## config.mk

```make
export PLATFORM = sky130hd
export DESIGN_NAME = ls_pkt_tx
export DESIGN_NICKNAME = d
export VERILOG_FILES = /design/src/rtl/ls_tx_pkg.sv /design/src/rtl/ls_tx_bit_timer.sv /design/src/rtl/ls_tx_stuffer.sv /design/src/rtl/ls_tx_line_drv.sv /design/src/rtl/ls_pkt_tx.sv
export SDC_FILE = /design/constraint.sdc
export NUM_CORES = 1
export LEC_CHECK = 0
export BUFFER_PORTS_ARGS = -buffer_cell sky130_fd_sc_hd__buf_2
export CORE_UTILIZATION = 41
export CTS_BUF_LIST = sky130_fd_sc_hd__clkbuf_4 sky130_fd_sc_hd__clkbuf_8 sky130_fd_sc_hd__clkbuf_16
export DETAILED_ROUTE_END_ITERATION = 8
export PLACE_DENSITY = 0.62
export SYNTH_ARGS = -nofsm -noshare
export SYNTH_HDL_FRONTEND = slang
export SYNTH_SLANG_ARGS = --single-unit
```

## constraint.sdc

```tcl
create_clock -name clk_i -period 5.7 [get_ports clk_i]
set_clock_uncertainty 0.05 [all_clocks]
set_input_delay 1.14 -clock clk_i [delete_from_list [all_inputs] [get_ports clk_i]]
set_output_delay 1.14 -clock clk_i [all_outputs]
set_load 0.02 [all_outputs]
```

## src/rtl/ls_tx_pkg.sv

```systemverilog
package ls_tx_pkg;

  typedef enum logic [2:0] {
    ST_IDLE,
    ST_PRE,
    ST_DATA,
    ST_SE0,
    ST_EOPJ
  } tx_state_e;

  // encoded as {dp, dm}
  typedef enum logic [1:0] {
    LN_SE0 = 2'b00,
    LN_J   = 2'b01,
    LN_K   = 2'b10
  } line_e;

  localparam logic [7:0] SYNC_BYTE = 8'h80;

endpackage

```

## src/rtl/ls_tx_bit_timer.sv

```systemverilog
module ls_tx_bit_timer #(
  parameter int BIT_CLKS = 8
) (
  input  logic clk_i,
  input  logic rst_ni,
  input  logic run_i,
  output logic tick_o
);

  localparam int W = (BIT_CLKS > 1) ? $clog2(BIT_CLKS) : 1;
  localparam logic [W-1:0] LAST = W'(BIT_CLKS - 1);

  logic [W-1:0] cnt_q;

  always_ff @(posedge clk_i or negedge rst_ni) begin
    if (!rst_ni)            cnt_q <= '0;
    else if (!run_i)        cnt_q <= '0;
    else if (cnt_q == LAST) cnt_q <= '0;
    else                    cnt_q <= cnt_q + W'(1);
  end

  assign tick_o = run_i && (cnt_q == LAST);

endmodule

```

## src/rtl/ls_tx_stuffer.sv

```systemverilog
module ls_tx_stuffer #(
  parameter int RUN_LEN = 6
) (
  input  logic clk_i,
  input  logic rst_ni,
  input  logic init_i,
  input  logic step_i,
  input  logic bit_i,
  output logic stuff_o
);

  localparam int W = $clog2(RUN_LEN + 1);
  localparam logic [W-1:0] RELOAD = W'(RUN_LEN);

  logic [W-1:0] ones_q;

  // counts down the ones still allowed before a forced toggle
  always_ff @(posedge clk_i or negedge rst_ni) begin
    if (!rst_ni)       ones_q <= RELOAD;
    else if (init_i)   ones_q <= RELOAD;
    else if (step_i) begin
      if (stuff_o || !bit_i) ones_q <= RELOAD;
      else                   ones_q <= ones_q - W'(1);
    end
  end

  assign stuff_o = (ones_q == '0);

endmodule

```

## src/rtl/ls_tx_line_drv.sv

```systemverilog
module ls_tx_line_drv
  import ls_tx_pkg::*;
(
  input  logic clk_i,
  input  logic rst_ni,
  input  logic acquire_i,
  input  logic toggle_i,
  input  logic se0_i,
  input  logic restore_j_i,
  input  logic release_i,
  output logic dp_o,
  output logic dm_o,
  output logic oe_o
);

  line_e line_q;
  logic  oe_q;

  always_ff @(posedge clk_i or negedge rst_ni) begin
    if (!rst_ni) begin
      line_q <= LN_SE0;
      oe_q   <= 1'b0;
    end else if (release_i) begin
      line_q <= LN_SE0;
      oe_q   <= 1'b0;
    end else if (acquire_i) begin
      line_q <= LN_J;
      oe_q   <= 1'b1;
    end else if (se0_i) begin
      line_q <= LN_SE0;
    end else if (restore_j_i) begin
      line_q <= LN_J;
    end else if (toggle_i) begin
      line_q <= (line_q == LN_J) ? LN_K : LN_J;
    end
  end

  assign dp_o = line_q[1];
  assign dm_o = line_q[0];
  assign oe_o = oe_q;

endmodule

```

## src/rtl/ls_pkt_tx.sv

```systemverilog
module ls_pkt_tx
  import ls_tx_pkg::*;
#(
  parameter int BIT_CLKS = 8,
  parameter int CNT_W    = 5,
  parameter int RUN_LEN  = 6
) (
  input  logic             clk_i,
  input  logic             rst_ni,
  input  logic             start_i,
  input  logic             hs_i,
  input  logic [CNT_W-1:0] byte_cnt_i,
  output logic [CNT_W-1:0] rd_addr_o,
  input  logic [7:0]       rd_data_i,
  output logic             dp_o,
  output logic             dm_o,
  output logic             oe_o,
  output logic             done_o,
  output logic             addr_commit_o
);

  tx_state_e        state_q;
  logic [7:0]       shift_q;
  logic [2:0]       bit_idx_q;
  logic [CNT_W-1:0] byte_idx_q;
  logic [CNT_W-1:0] last_idx_q;
  logic             fin_q;
  logic             half_q;
  logic             hs_q;
  logic             done_q;
  logic             commit_q;

  logic tick;
  logic stuff;
  logic run;
  logic start_ok;
  logic in_bits;
  logic do_stuff;
  logic do_end;
  logic do_bit;
  logic cur_bit;
  logic byte_last;
  logic se0_done;
  logic eop_done;

  assign run       = (state_q != ST_IDLE);
  assign start_ok  = (state_q == ST_IDLE) && start_i;
  assign in_bits   = ((state_q == ST_PRE) || (state_q == ST_DATA)) && tick;
  assign do_stuff  = in_bits && stuff;
  assign do_end    = in_bits && !stuff && fin_q;
  assign do_bit    = in_bits && !stuff && !fin_q;
  assign cur_bit   = shift_q[0];
  assign byte_last = (bit_idx_q == 3'd7);
  assign se0_done  = tick && (state_q == ST_SE0) && half_q;
  assign eop_done  = tick && (state_q == ST_EOPJ);

  // buffer holds packet bytes 1..N-1 at 0..N-2
  assign rd_addr_o = byte_idx_q;

  ls_tx_bit_timer #(
    .BIT_CLKS(BIT_CLKS)
  ) u_timer (
    .clk_i (clk_i),
    .rst_ni(rst_ni),
    .run_i (run),
    .tick_o(tick)
  );

  ls_tx_stuffer #(
    .RUN_LEN(RUN_LEN)
  ) u_stuff (
    .clk_i  (clk_i),
    .rst_ni (rst_ni),
    .init_i (start_ok),
    .step_i (do_stuff | do_bit),
    .bit_i  (cur_bit),
    .stuff_o(stuff)
  );

  ls_tx_line_drv u_line (
    .clk_i      (clk_i),
    .rst_ni     (rst_ni),
    .acquire_i  (start_ok),
    .toggle_i   (do_stuff | (do_bit & ~cur_bit)),
    .se0_i      (do_end),
    .restore_j_i(se0_done),
    .release_i  (eop_done),
    .dp_o       (dp_o),
    .dm_o       (dm_o),
    .oe_o       (oe_o)
  );

  always_ff @(posedge clk_i or negedge rst_ni) begin
    if (!rst_ni) begin
      state_q    <= ST_IDLE;
      shift_q    <= '0;
      bit_idx_q  <= '0;
      byte_idx_q <= '0;
      last_idx_q <= '0;
      fin_q      <= 1'b0;
      half_q     <= 1'b0;
      hs_q       <= 1'b0;
    end else begin
      if (start_ok) begin
        state_q    <= ST_PRE;
        shift_q    <= SYNC_BYTE;
        bit_idx_q  <= '0;
        byte_idx_q <= '0;
        last_idx_q <= (byte_cnt_i == '0) ? '0 : byte_cnt_i - CNT_W'(1);
        fin_q      <= 1'b0;
        half_q     <= 1'b0;
        hs_q       <= hs_i;
      end
      if (in_bits) state_q <= ST_DATA;
      if (do_bit) begin
        if (byte_last) begin
          bit_idx_q <= '0;
          if (byte_idx_q == last_idx_q) begin
            fin_q <= 1'b1;
          end else begin
            shift_q    <= rd_data_i;
            byte_idx_q <= byte_idx_q + CNT_W'(1);
          end
        end else begin
          shift_q   <= {1'b0, shift_q[7:1]};
          bit_idx_q <= bit_idx_q + 3'd1;
        end
      end
      if (do_end) begin
        state_q <= ST_SE0;
        half_q  <= 1'b0;
      end
      if (tick && (state_q == ST_SE0)) begin
        if (!half_q) half_q  <= 1'b1;
        else         state_q <= ST_EOPJ;
      end
      if (eop_done) state_q <= ST_IDLE;
    end
  end

  always_ff @(posedge clk_i or negedge rst_ni) begin
    if (!rst_ni) begin
      done_q   <= 1'b0;
      commit_q <= 1'b0;
    end else begin
      done_q   <= eop_done;
      commit_q <= eop_done && !hs_q;
    end
  end

  assign done_o        = done_q;
  assign addr_commit_o = commit_q;

endmodule

```

==> results by group <==
Synthesis
  – Yosys warns: 0
  – Flops & latches, synth: 38
  – Cell Area, Synth: 2098 um^2
  – EDFF count, synth: 0
  – Gate Count Post-Synth: 214
  – Post-synth ARST share: 100.0%
  – Post-synth cell types: 49
  – Post-synthesis sequential area ratio: 45.44%
  – Syn_nets: 239
  – Post-Syn Area per Cell: 9.805 um^2
  – Synth Flop Type: dfrtp_1

Timing
  – Worst-margin pin slew: 0.8416 ns
  – Setup Viol. Count Final: 0
  – Fin crit period: 2.530 ns
  – RSZ-0062 raised after global routing: no
  – Final period utilization: 44.38%
  – Fin. max-slew vios: 0
  – Final Hold Vio Count: 0
  – Fin worst setup slack: 3.170 ns
  – Slew HR: 43.90%
  – Setup TNS: 0 ns
  – Maximum clock frequency: 395.3 MHz

Place
  – HPWL Detailed: 2.877 mm
  – Port bufs: 26
  – Place WS: 3.109 ns
  – GPL Wtd Cong: 0.7423

Finish
  – Commonest non-fill, non-tap cell in the layout: dfrtp_1
  – Most frequent cells in the layout: dfrtp_1, buf_2, inv_1
  – Layout cell share with drive strength beyond 1: 21.01%
  – Ant. Diodes: 0
  – Syn-to-layout area delta: 11.87%
  – Layout net count: 262

Critical path
  – Worst Path Max Fanout: 14
  – Capture point of the critical path: shift_q[2]$_DFF_PN0_
  – Critical path arrival: 2.68 ns
  – CP Class: reg2reg
  – Reg-to-reg endpoint: shift_q[2]$_DFF_PN0_
  – FF-to-FF path depth: 6
  – Reg2Reg Setup Slack: 3.17 ns
  – Startpoint types: flop
  – Critical path data required time: 5.85 ns
  – Crit path launch: u_timer.cnt_q[0]$_DFF_PN0_
  – CP endpoint kind: flop
  – Critical R2R Launch: u_timer.cnt_q[0]$_DFF_PN0_

Die
  – Initial Utilization: 43.56%
  – Die ar.: 5408 um^2
  – # rows: 25
  – Die width: 73.54 um
  – Core Region: 4817 um^2
  – Die H: 73.54 um
  – # IOs: 27

Clock network
  – Total CTS buffers: 5
  – # hold bufs at CTS: 0
  – Setup Fix Bufs, Post-CTS: 0
  – H-tree depth: 2
  – CTS Buffer Depth: 2
  – Clk root buf: clkbuf_8
  – CTS tree: done
  – Clock sinks: 38
  – Clock Latency Late Sink: 0.29 ns
  – Clk slew on worst S/H paths: 0.07 ns
  – Post-cts repair resize count: 0

Global routing
  – First-pass GRT wire length: 7.251 mm
  – Remaining global-route overflow: 0
  – Vias in the first global route: 1573
  – Antenna violations before repair: 0
  – Gr usage total: 17.76%
  – Largest net degree at the start of global routing: 39

Detailed routing
  – Detailed Routing Iterations Pass 1: 4
  – Via count: 1601
  – DR DRC count: 0
  – Antenna-violating nets left: 0
  – Drt via density: 5.249
  – Wire per inst: 13.49 um
  – DR iter-0 viols: 97
  – Routed wire length: 4.113 mm

Worst hold path
  – Hold Startpoint: hs_q$_DFFE_PN0P_
  – Worst hold path type: reg2reg

Pwr
  – P_leak: 0.001152 uW
  – IR drop worst, VDD: 0.1810 mV
  – PwrDens: 462.7 nW/um^2

Outcome
  – Status: completed

Job
  – Max Cap Viol: 0
worst max-delay path, stage by stage (launching register included):
cell      delay (ns)
dfrtp_1         0.35
ha_1            0.14
ha_1            0.25
nor2b_1         0.45
and4_1          0.59
o211ai_2        0.33
o221ai_1        0.27
layout make-up:
type                    count  area [um^2]
well taps                  67        83.83
flip-flops and latches     38        953.4
inverters                  24        90.09
repair buffers             27        137.6
clock inverters             1        5.005
fillers                   482         2470
multi-input cells         141        987.2
clock buffers               7        90.09
worst min path at each step:
| stage | endpoint | cells after the start |
|---|---|---|
| floorplan | addr_commit_o$_DFF_PN0_ | 1 |
| global placement | addr_commit_o$_DFF_PN0_ | 1 |
| detailed placement | addr_commit_o$_DFF_PN0_ | 1 |
| CTS | addr_commit_o$_DFF_PN0_ | 1 |
| global route | addr_commit_o$_DFF_PN0_ | 1 |
| finish | addr_commit_o$_DFF_PN0_ | 1 |
Yosys cell counts, drive strengths merged (3+ instances only):
cell,instances,area share (%)
o221ai,6,2.5
nand4,7,2.4
dfrtp,36,43
ha,8,4.8
nand3,13,3.1
xnor2,5,2.1
nor3,5,1.2
o21ai,10,2.4
a21oi,7,1.7
o211ai,3,1.3
a211oi,3,1.1
inv,23,4.1
nor2b,5,1.5
buf,10,3.3
mux2i,6,2.9
nor2,10,1.8
xor2,3,2.1
nand2,21,3.8
per-layer routing:
metal	share of wire, %	GRT usage [%]	wire length [um]
met5	0	0	0
met4	1.5	7.051	62
met3	3.3	4.115	137
met2	46	27.73	1894
met1	49	23.86	2018
metrics by stage:
step	total power [uW]	util, %	cells	hold slack [ns]	cell area [um^2]
global placement	889.0	46.75	297	0.3681	2252
global route	1183	48.73	305	0.4170	2347
floorplan	805.0	-	214	0.3531	2098
CTS	1099	48.73	305	0.3842	2347
finish	1086	48.73	305	0.3773	2347
detailed placement	897.0	46.75	297	0.3741	2252
cell families (layout without fill, tap and decap cells):
logic type | after synthesis | in the layout | synth area share [%]
simple gates | 74 | 74 | 18.66
compound gates | 43 | 43 | 15.15
flops | 38 | 38 | 45.44
buf+inv | 35 | 59 | 7.811
fa+ha+maj | 8 | 8 | 4.771
xor+xnor | 8 | 8 | 4.234
mux | 8 | 8 | 3.936
sequential cells by signal, summed over array words and instances, names as in the netlist, 2 cells and up:
register and flops:
last_idx_q 5, state_q 3, bit_idx_q 3, u_timer.cnt_q 3
rd_addr_o 5, u_stuff.ones_q 3, shift_q 8, u_line.line_q 2
power breakdown:
| group | leakage (uW) | switching, uW | total [uW] | internal (uW) |
|---|---|---|---|---|
| combinational | 0.000621 | 236 | 411 | 175 |
| clock | 0.0000517 | 92.6 | 195 | 102 |
| sequential | 0.000479 | 101 | 480 | 379 |
No activity file was read; power rests on OpenSTA's default activity.
